## src/rtl/cwg_pkg.sv

```systemverilog
package cwg_pkg;
  typedef enum logic [1:0] {
    MODE_NONPWM     = 2'd0,
    MODE_FAST       = 2'd1,
    MODE_PHASE      = 2'd2,
    MODE_PHASE_FREQ = 2'd3
  } modeT;

  typedef struct packed {
    logic doSet;
    logic doClr;
    logic doTgl;
  } actT;

  localparam int CODE_W = 2;
endpackage

```

## src/rtl/cwg_ctrl.sv

```systemverilog
module cwg_ctrl
  import cwg_pkg::*;
#(
  parameter bit IS_CH_A = 1'b1
) (
  input  modeT              mode,
  input  logic              wgmHigh,
  input  logic              countUp,
  input  logic              match,
  input  logic              atBottom,
  input  logic              eqTop,
  input  logic [CODE_W-1:0] code,
  output actT               act,
  output logic              pinEn
);
  logic isPwm;
  logic tglAllowed;

  assign isPwm      = (mode != MODE_NONPWM);
  assign tglAllowed = IS_CH_A ? wgmHigh : 1'b0;

  always_comb begin
    pinEn = 1'b0;
    if (code != 2'b00) begin
      if (isPwm && code == 2'b01) pinEn = tglAllowed;
      else                        pinEn = 1'b1;
    end
  end

  always_comb begin
    act = '0;
    unique case (mode)
      MODE_NONPWM: begin
        if (match) begin
          case (code)
            2'b01:   act.doTgl = 1'b1;
            2'b10:   act.doClr = 1'b1;
            2'b11:   act.doSet = 1'b1;
            default: act = '0;
          endcase
        end
      end
      MODE_FAST: begin
        if (atBottom && code[1]) begin
          act.doSet = ~code[0];
          act.doClr = code[0];
        end else if (match) begin
          if (code == 2'b01) act.doTgl = tglAllowed;
          else if (code[1] && !eqTop) begin
            act.doSet = code[0];
            act.doClr = ~code[0];
          end
        end
      end
      default: begin
        if (match) begin
          if (code == 2'b01) act.doTgl = tglAllowed;
          else if (code[1]) begin
            act.doSet = ~(code[0] ^ countUp);
            act.doClr = code[0] ^ countUp;
          end
        end
      end
    endcase
  end

  always_comb begin
    assert ($countones(act) <= 1) else $error("AST_ONE_ACTION");
  end
endmodule

```

## src/rtl/cwg_dp.sv

```systemverilog
module cwg_dp
  import cwg_pkg::*;
#(
  parameter int NUM_CH = 2
) (
  input  logic              clk,
  input  logic              rst,
  input  actT [NUM_CH-1:0]  act,
  output logic [NUM_CH-1:0] lvl
);
  for (genvar ch = 0; ch < NUM_CH; ch++) begin : gCh
    always_ff @(posedge clk) begin
      if (rst)                  lvl[ch] <= 1'b0;
      else if (act[ch].doSet)   lvl[ch] <= 1'b1;
      else if (act[ch].doClr)   lvl[ch] <= 1'b0;
      else if (act[ch].doTgl)   lvl[ch] <= ~lvl[ch];
    end

    AST_IDLE_HOLD: assert property (@(posedge clk) disable iff (rst)
      (act[ch] == '0) |=> (lvl[ch] == $past(lvl[ch])));
  end
endmodule

```

## src/rtl/cmp_wave_gen.sv

```systemverilog
module cmp_wave_gen
  import cwg_pkg::*;
(
  input  logic       clk,
  input  logic       rst,
  input  logic       matchA,
  input  logic       matchB,
  input  logic       atBottom,
  input  logic       countUp,
  input  logic [1:0] modeSel,
  input  logic       wgmHigh,
  input  logic       aEqTop,
  input  logic       bEqTop,
  input  logic [1:0] codeA,
  input  logic [1:0] codeB,
  output logic       outA,
  output logic       outB,
  output logic       enA,
  output logic       enB
);
  localparam int NUM_CH = 2;

  modeT              mode;
  actT [NUM_CH-1:0]  act;
  logic [NUM_CH-1:0] lvl;

  assign mode = modeT'(modeSel);

  cwg_ctrl #(.IS_CH_A(1'b1)) uCtrlA (
    .mode(mode), .wgmHigh(wgmHigh), .countUp(countUp), .match(matchA),
    .atBottom(atBottom), .eqTop(aEqTop), .code(codeA),
    .act(act[0]), .pinEn(enA));

  cwg_ctrl #(.IS_CH_A(1'b0)) uCtrlB (
    .mode(mode), .wgmHigh(wgmHigh), .countUp(countUp), .match(matchB),
    .atBottom(atBottom), .eqTop(bEqTop), .code(codeB),
    .act(act[1]), .pinEn(enB));

  cwg_dp #(.NUM_CH(NUM_CH)) uDp (.clk(clk), .rst(rst), .act(act), .lvl(lvl));

  assign outA = lvl[0];
  assign outB = lvl[1];

  AST_RESET_ZERO: assert property (@(posedge clk)
    rst |=> (!outA && !outB));
  AST_DISC_NO_EN: assert property (@(posedge clk) disable iff (rst)
    (codeA == 2'b00) |-> !enA);
  AST_NONPWM_CLR: assert property (@(posedge clk) disable iff (rst)
    (modeSel == 2'd0 && matchA && codeA == 2'b10) |=> !outA);
  AST_FAST_BOTTOM_WINS: assert property (@(posedge clk) disable iff (rst)
    (modeSel == 2'd1 && atBottom && codeA == 2'b10) |=> outA);
  AST_TOP_IGNORE: assert property (@(posedge clk) disable iff (rst)
    (modeSel == 2'd1 && !atBottom && matchA && aEqTop && codeA[1])
      |=> (outA == $past(outA)));
  AST_B_RESERVED: assert property (@(posedge clk) disable iff (rst)
    (modeSel != 2'd0 && codeB == 2'b01) |-> (!enB));
  AST_PHASE_UP_CLR: assert property (@(posedge clk) disable iff (rst)
    (modeSel[1] && matchA && countUp && codeA == 2'b10) |=> !outA);
endmodule

```

## config.mk

```make
export PLATFORM = sky130hd
export DESIGN_NAME = cmp_wave_gen
export DESIGN_NICKNAME = d
export VERILOG_FILES = /design/src/rtl/cwg_pkg.sv /design/src/rtl/cwg_ctrl.sv /design/src/rtl/cwg_dp.sv /design/src/rtl/cmp_wave_gen.sv
export SDC_FILE = /design/constraint.sdc
export NUM_CORES = 1
export LEC_CHECK = 0
export BUFFER_PORTS_ARGS = -buffer_cell sky130_fd_sc_hd__buf_2
export CAP_MARGIN = 20
export CORE_AREA = 3 3 40 42
export CTS_CLUSTER_DIAMETER = 50
export DETAILED_ROUTE_END_ITERATION = 8
export DIE_AREA = 0 0 43 45
export MAX_ROUTING_LAYER = met4
export SKIP_CTS_REPAIR_TIMING = 1
export SYNTH_ARGS = -nofsm -noshare
export SYNTH_HDL_FRONTEND = slang
export SYNTH_HIERARCHICAL = 1
export SYNTH_SLANG_ARGS = --single-unit
export TNS_END_PERCENT = 100
```

## constraint.sdc

```tcl
create_clock -name clk -period 1.2 [get_ports clk]
set_input_delay 0.06 -clock clk [delete_from_list [all_inputs] [get_ports clk]]
set_output_delay 0.06 -clock clk [all_outputs]
set_load 0.02 [all_outputs]
```

# After elaboration in Yosys (flattened, before gate mapping)
# Cells that the tools add are included.
# word_totals
register_bits,2
in_bits,15
elab_cells,68
# classes
eq_ne,7
muxes,37
bitwise,8
n_reduce_logical,14
# ops
operator,count
2-bit two-way mux,10
1-bit two-way mux,19
3-bit two-way mux,6
3-bit case mux with 2 select lines,2
2-bit == test (second input constant),4
2-bit by 1-bit == test with 1-bit output (second input constant),3
1-bit logical AND,6
1-bit NOT,6
2-bit nonzero test,3
3-bit nonzero test,2
1-bit zero test,2
2-bit zero test,1
1-bit XOR,2

# Depth between registers and ports, before layout
# Gate-level depths: netlist of run 1.
# logic_depth
ltp_word,10
depth_mapped,6
depth_no_buf,5

# By module
# Netlist of run 1, hierarchy kept.
# modules_own_cells
module,instances,cells_per_inst,area_each_um2,seq_area_each_um2
cwg_ctrl at uCtrlB,1,18,137.6,0.0
cwg_ctrl at uCtrlA,1,18,120.1,0.0
cwg_dp,1,8,85.1,40.0

# Worst setup path before layout of run 1
# No wires, ideal clock.
# synth_timing
path_kind,input -> register
from,input codeB[0]
to,register uDp.lvl[1]
t_arrival_ns,0.703
required_time_ns,1.077
path_slack_ns,0.374
path_stages,6
n_path_buf,1
path_cell_list,buf_6 -> and4bb_1 -> o21ai_1 -> o221ai_1 -> nand2b_1 -> o31ai_1
# synth_rtl
item,line_no,text
"start, declared",cmp_wave_gen.sv:15,"input logic [1:0] codeB,"
"end signal, assigned by index",cwg_dp.sv:16,else if (act[ch].doTgl) lvl[ch] <= ~lvl[ch];
"end, declared",cwg_dp.sv:9,output logic [NUM_CH-1:0] lvl

==> flow_metrics.tcl, run 1 <==
set metrics [dict create \
    outcome "finished, final reports clean" \
    clkSlewWorstSetupHoldPaths_ps 30 \
    slew_headroom_pct 83.5 \
    synth_edf_count 0 \
    layout_min_cycle_time_ps 792 \
    layout.nets 81 \
    fillers 142 \
    drive_above_1_share_pct 34.4 \
    critical-path-max-stage-delay_ps 230 \
    multi_input_area_um2 284 \
    tns_ps 0 \
    largest_register_ff_count 2 \
    min_period_over_period_pct 66.0 \
    netlist_instances 44 \
    tightest_slew_ps 244 \
    synthDominantCellAreaShare_pct 11.7 \
    power.leakage_nw 0.206 \
    worstPathArrival_ps 930 \
    grt-ovfl-total 0 \
    grtUsageTotal_pct 9.58 \
    syn-cell-area_um2 343 \
    ff2ff_setup_slack_ps 490 \
    clock-skew-final_ps 0 \
    finalHoldViolCount 0 \
    die_w_um 43 \
    drcViolationCount 0 \
    fin_util_pct 36.0 \
    wl_per_cell_um 10.3 \
    grt_max_degree 10 \
    synth.yosys.seq_area_share_pct 11.7 \
    cp.required_ps 1340 \
    ys_top_cells_by_area "dfxtp_1, o221ai_1, and4bb_1" \
    ys_top_cells_by_count "nand3_1, o21ai_1, o221ai_1" \
    p_sw_share_pct 31.9 \
    intPower_w 0.000241 \
    rr_startpoint "uDp/lvl[1]$_SDFFE_PP0P_" \
    yosysUniqueCellTypes 24 \
    seq_area_um2 40.0 \
    first_iter_violations 2 \
    initial_utilization_pct 26.7 \
    grt_pass1_vias 338 \
    regMostFlops "uDp/lvl" \
    p_clk_share_pct 43.0 \
    coreArea_um2 1280 \
    root_buffer "clkbuf_4" \
    rsz0062_at_grt "no" \
    grt_pass1_wl_mm 1.33 \
    synthArstFlopShare_pct 0 \
    avgSynthCellArea_um2 7.79 \
    routed-via-count 408 \
    synth_seq_cells 2 \
    firstDrtPassIters 4 \
    maxCapViolations 0 \
    reg_top3 "uDp/lvl x2" \
    routed_wl_um 814 \
    synth_warnings 6 \
    peakVddDrop_uv 187 \
    syn-num-nets 59 \
    seqPwrFrac_pct 21.9 \
    detail-route-antenna-nets 0 \
    timing.fmax_mhz 1260 \
    p_sw_w 0.000113 \
    clock-sinks 2 \
    synth_top_area_cell "dfxtp_1" \
    finalSetupViolations 0 \
    antennaDiodeCount 0 \
    final_max_slew_viol_count 0 \
    crit_chain "buf_2 > nor2_1 > o21ai_1 > nor3b_1 > xnor2_1 > o31ai_1" \
    synthFlopType "dfxtp_1" \
    cts_buffer_depth 2 \
    clock_latency_ps 230 \
    cts_made_buffers 3 \
    antenna_found_initial 0 \
    critPathSlowestCell "nor3b_1" \
    gp_congestion 0.747 \
    rows 13 \
    area_growth_pct 35.0 \
    endpoint_kind "flop" \
    tritoncts "done" \
    fp.dieArea_um2 1940 \
    comb_power_share_pct 35.1 \
    powerDensity_nw_per_um2 765 \
    min_path_type "input pin to flop" \
    start_kind "input pin" \
    ios 19 \
    h-tree-depth 1 \
    die_h_um 45 \
    worstPathMaxFanout 8 \
    critPathKind "input pin to flop" \
    startpoint "modeSel[1]" \
    dpl.hpwl_um 664 \
    viasPerCell 5.16 \
    portBuffers 18 \
    hp-start "rst" \
]
-- layout make-up --
cell class                 count  area share, %
clock buffer                   3           4.86
inverter                       2           1.62
multi-input combinational     39           61.4
sequential                     2           8.65
tap                           15           4.05
timing repair buffer          18           19.5
-- final timing paths --
path | end | cells after the start
max | uDp/lvl[0]$_SDFFE_PP0P_ | 6
min | uDp/lvl[0]$_SDFFE_PP0P_ | 2
max reg2reg | uDp/lvl[1]$_SDFFE_PP0P_ | 2
min reg2reg | uDp/lvl[0]$_SDFFE_PP0P_ | 2
-- layout by cell type (no fill, tap or decap), drive strengths merged, types with 3 or more instances in the layout --
cell type,count
buf,18
clkbuf,3
nand2b,3
nand3,4
o21ai,5
o221ai,4
-- worst max-delay path: cells and delay by family --
family                    cells  cell delay [ps]
and+or+nand+nor               2              360
AOI/OAI and AO/OA             2              270
buffers and inverters         1              140
xor gates and xnor gates      1               90
-- kinds of logic (layout without fill, tap and decap cells) --
family | after synthesis | in the layout | share of synthesized area, %
AOI/OAI and AO/OA | 14 | 14 | 27.0
and+or+nand+nor | 23 | 23 | 50.7
DFF | 2 | 2 | 11.7
buffers and inverters | 3 | 23 | 5.48
xor gates and xnor gates | 2 | 2 | 5.11
-- per-layer routing --
metal	track usage, %	vias up	share of wire (%)
li1	-	214	-
met1	9.81	183	44
met2	15.6	9	49
met3	1.59	2	4.7
met4	9.04	0	1.7
met5	-	-	0
-- metrics by stage --
stage | instance area, um^2 | cells | power, W | worst slack, ps | hold WS [ps]
after CTS | 463 | 79 | 0.000366 | 400 | 50.8
after global placement | 440 | 76 | 0.000203 | 220 | 286
after detailed placement | 440 | 76 | 0.000203 | 185 | 294
after global routing | 463 | 79 | 0.000384 | 324 | 64.3
after floorplan | 343 | 44 | 0.000149 | 374 | 160
final | 463 | 79 | 0.000354 | 408 | 59.0
-- power by group through the flow --
stage | logic, W | clock network, W | registers [W]
after CTS | 0.000125 | 0.000163 | 0.0000777
after global routing | 0.000138 | 0.000168 | 0.0000784
final | 0.000124 | 0.000152 | 0.0000775
after global placement | 0.000125 | 0 | 0.0000784
after detailed placement | 0.000125 | 0 | 0.0000786
after floorplan | 0.0000630 | 0 | 0.0000863
Power figures use the tool's default switching activity.
==> run 2: changes to the inputs <==
- clock period: 1.2 -> 0.8 ns (I/O delays scaled with it)
==> flow_metrics.tcl, run 2 (same netlist as run 1, synthesis figures left out) <==
set metrics [dict create \
    outcome "finished, final reports clean" \
    peakVddDrop_uv 263 \
    instances_no_fill 87 \
    grt-ovfl-total 0 \
    postLayoutSetupSlackWorst_ps 42.4 \
    portBuffers 18 \
    rows 13 \
    gp_congestion 0.707 \
    finalHoldViolCount 0 \
    routed_wl_um 914 \
    area_growth_pct 58.0 \
    maxCapViolations 0 \
    layout.nets 89 \
    reg_top3 "uDp/lvl x2" \
    cp.required_ps 760 \
    timing.fmax_mhz 1320 \
    power.leakage_nw 0.248 \
    root_buffer "clkbuf_4" \
    fin_util_pct 42.2 \
    grtUsageTotal_pct 9.40 \
    regMostFlops "uDp/lvl" \
    clock_latency_ps 220 \
    finalSetupViolations 0 \
    h-tree-depth 1 \
    crit_chain "buf_2" \
    mostFrequentLayoutCell "buf_2" \
    fillers 137 \
    wl_per_cell_um 10.5 \
    ff2ff_setup_slack_ps 100 \
    critPathCapture "outB" \
    seq_area_um2 40.0 \
    critPathKind "flop to output port" \
    intPower_w 0.000389 \
    clock-skew-final_ps 0 \
    layout_common_cells "buf_2, buf_4, nand3_1, o221ai_1" \
    grt_pass1_vias 360 \
    r2r_end "uDp/lvl[1]$_SDFFE_PP0P_" \
    crit_cells 1 \
    grt_max_degree 10 \
    die_w_um 43 \
    final_max_slew_viol_count 0 \
    slew_headroom_pct 84.7 \
    min_path_type "input pin to flop" \
    rsz0062_at_grt "yes" \
    startpoint "uDp/lvl[1]$_SDFFE_PP0P_" \
    p_clk_share_pct 38.5 \
    initial_utilization_pct 26.7 \
    antennaDiodeCount 0 \
    layout_min_cycle_time_ps 758 \
    ios 19 \
    dpl.hpwl_um 784 \
    fp.dieArea_um2 1940 \
    firstDrtPassIters 4 \
    grt_pass1_wl_mm 1.32 \
    first_iter_violations 11 \
    p_sw_w 0.000171 \
    clkSlewWorstSetupHoldPaths_ps 30 \
    cts_made_buffers 3 \
    viasPerCell 5.03 \
    critical_path.top_delay_family "flip-flops" \
    dp_cells 84 \
    clock-sinks 2 \
    critPathBufInv 1 \
    p_sw_share_pct 30.5 \
    multi_input_area_um2 303 \
    tightest_slew_ps 226 \
    start_kind "flop" \
    drcViolationCount 0 \
    endpoint_kind "output port" \
    tritoncts "done" \
    largest_register_ff_count 2 \
    seqPwrFrac_pct 20.7 \
    tns_ps 0 \
    detail-route-antenna-nets 0 \
    drive_above_1_share_pct 47.2 \
    rr_worst_depth 2 \
    routed-via-count 438 \
    critical-path-max-stage-delay_ps 330 \
    critPathSlowestCell "dfxtp_1" \
    rr_startpoint "uDp/lvl[1]$_SDFFE_PP0P_" \
    place_ws_ps -198 \
    cts_buffer_depth 2 \
    die_h_um 45 \
    antenna_found_initial 0 \
    min_period_over_period_pct 94.7 \
    worstPathArrival_ps 720 \
    coreArea_um2 1280 \
    worstPathMaxFanout 2 \
    powerDensity_nw_per_um2 1030 \
    comb_power_share_pct 40.8 \
]
## run 2: through the flow
step | instance area (um^2) | hold WS, ps | total power [W]
3_3_place_gp | 500 | 272 | 0.000335
4_1_cts | 523 | 46.9 | 0.000567
6_report | 542 | 48.9 | 0.000561
3_5_place_dp | 500 | 283 | 0.000337
5_1_grt | 542 | 55.4 | 0.000604
2_1_floorplan | 343 | 140 | 0.000224
## run 2: routing by layer
metal | share of wire, % | wire length [um] | up-vias | track usage (%)
met1 | 48 | 439 | 190 | 11.5
met3 | 8.8 | 80 | 0 | 1.99
met4 | 0 | 0 | 0 | 7.23
met2 | 43 | 394 | 16 | 13.5
li1 | - | - | 232 | -
met5 | 0 | 0 | - | -
## run 2: how the worst min path moves through the flow
| stage | start | to | slack (ps) | cells after the start |
|---|---|---|---|---|
| after detailed placement | rst | uDp/lvl[1]$_SDFFE_PP0P_ | 280 | 2 |
| after global routing | rst | uDp/lvl[1]$_SDFFE_PP0P_ | 60 | 2 |
| after global placement | rst | uDp/lvl[1]$_SDFFE_PP0P_ | 270 | 2 |
| after floorplan | rst | uDp/lvl[1]$_SDFFE_PP0P_ | 140 | 1 |
| final | rst | uDp/lvl[0]$_SDFFE_PP0P_ | 50 | 2 |
| after CTS | rst | uDp/lvl[1]$_SDFFE_PP0P_ | 50 | 2 |
## run 2: area by class of cell
type / count / area share (%)
Clock buffer: 3 / 4.16
Inverter: 2 / 1.39
Multi-Input combinational cell: 39 / 55.9
Sequential cell: 2 / 7.39
Tap cell: 15 / 3.46
Timing Repair Buffer: 26 / 27.7
## run 2: power by group through the flow
stage / logic (W) / registers (W) / clock network [W]
after global routing: 0.000251 / 0.000117 / 0.000236
after CTS: 0.000220 / 0.000116 / 0.000231
after detailed placement: 0.000219 / 0.000118 / 0
after floorplan: 0.0000945 / 0.000130 / 0
final: 0.000229 / 0.000116 / 0.000216
after global placement: 0.000217 / 0.000118 / 0
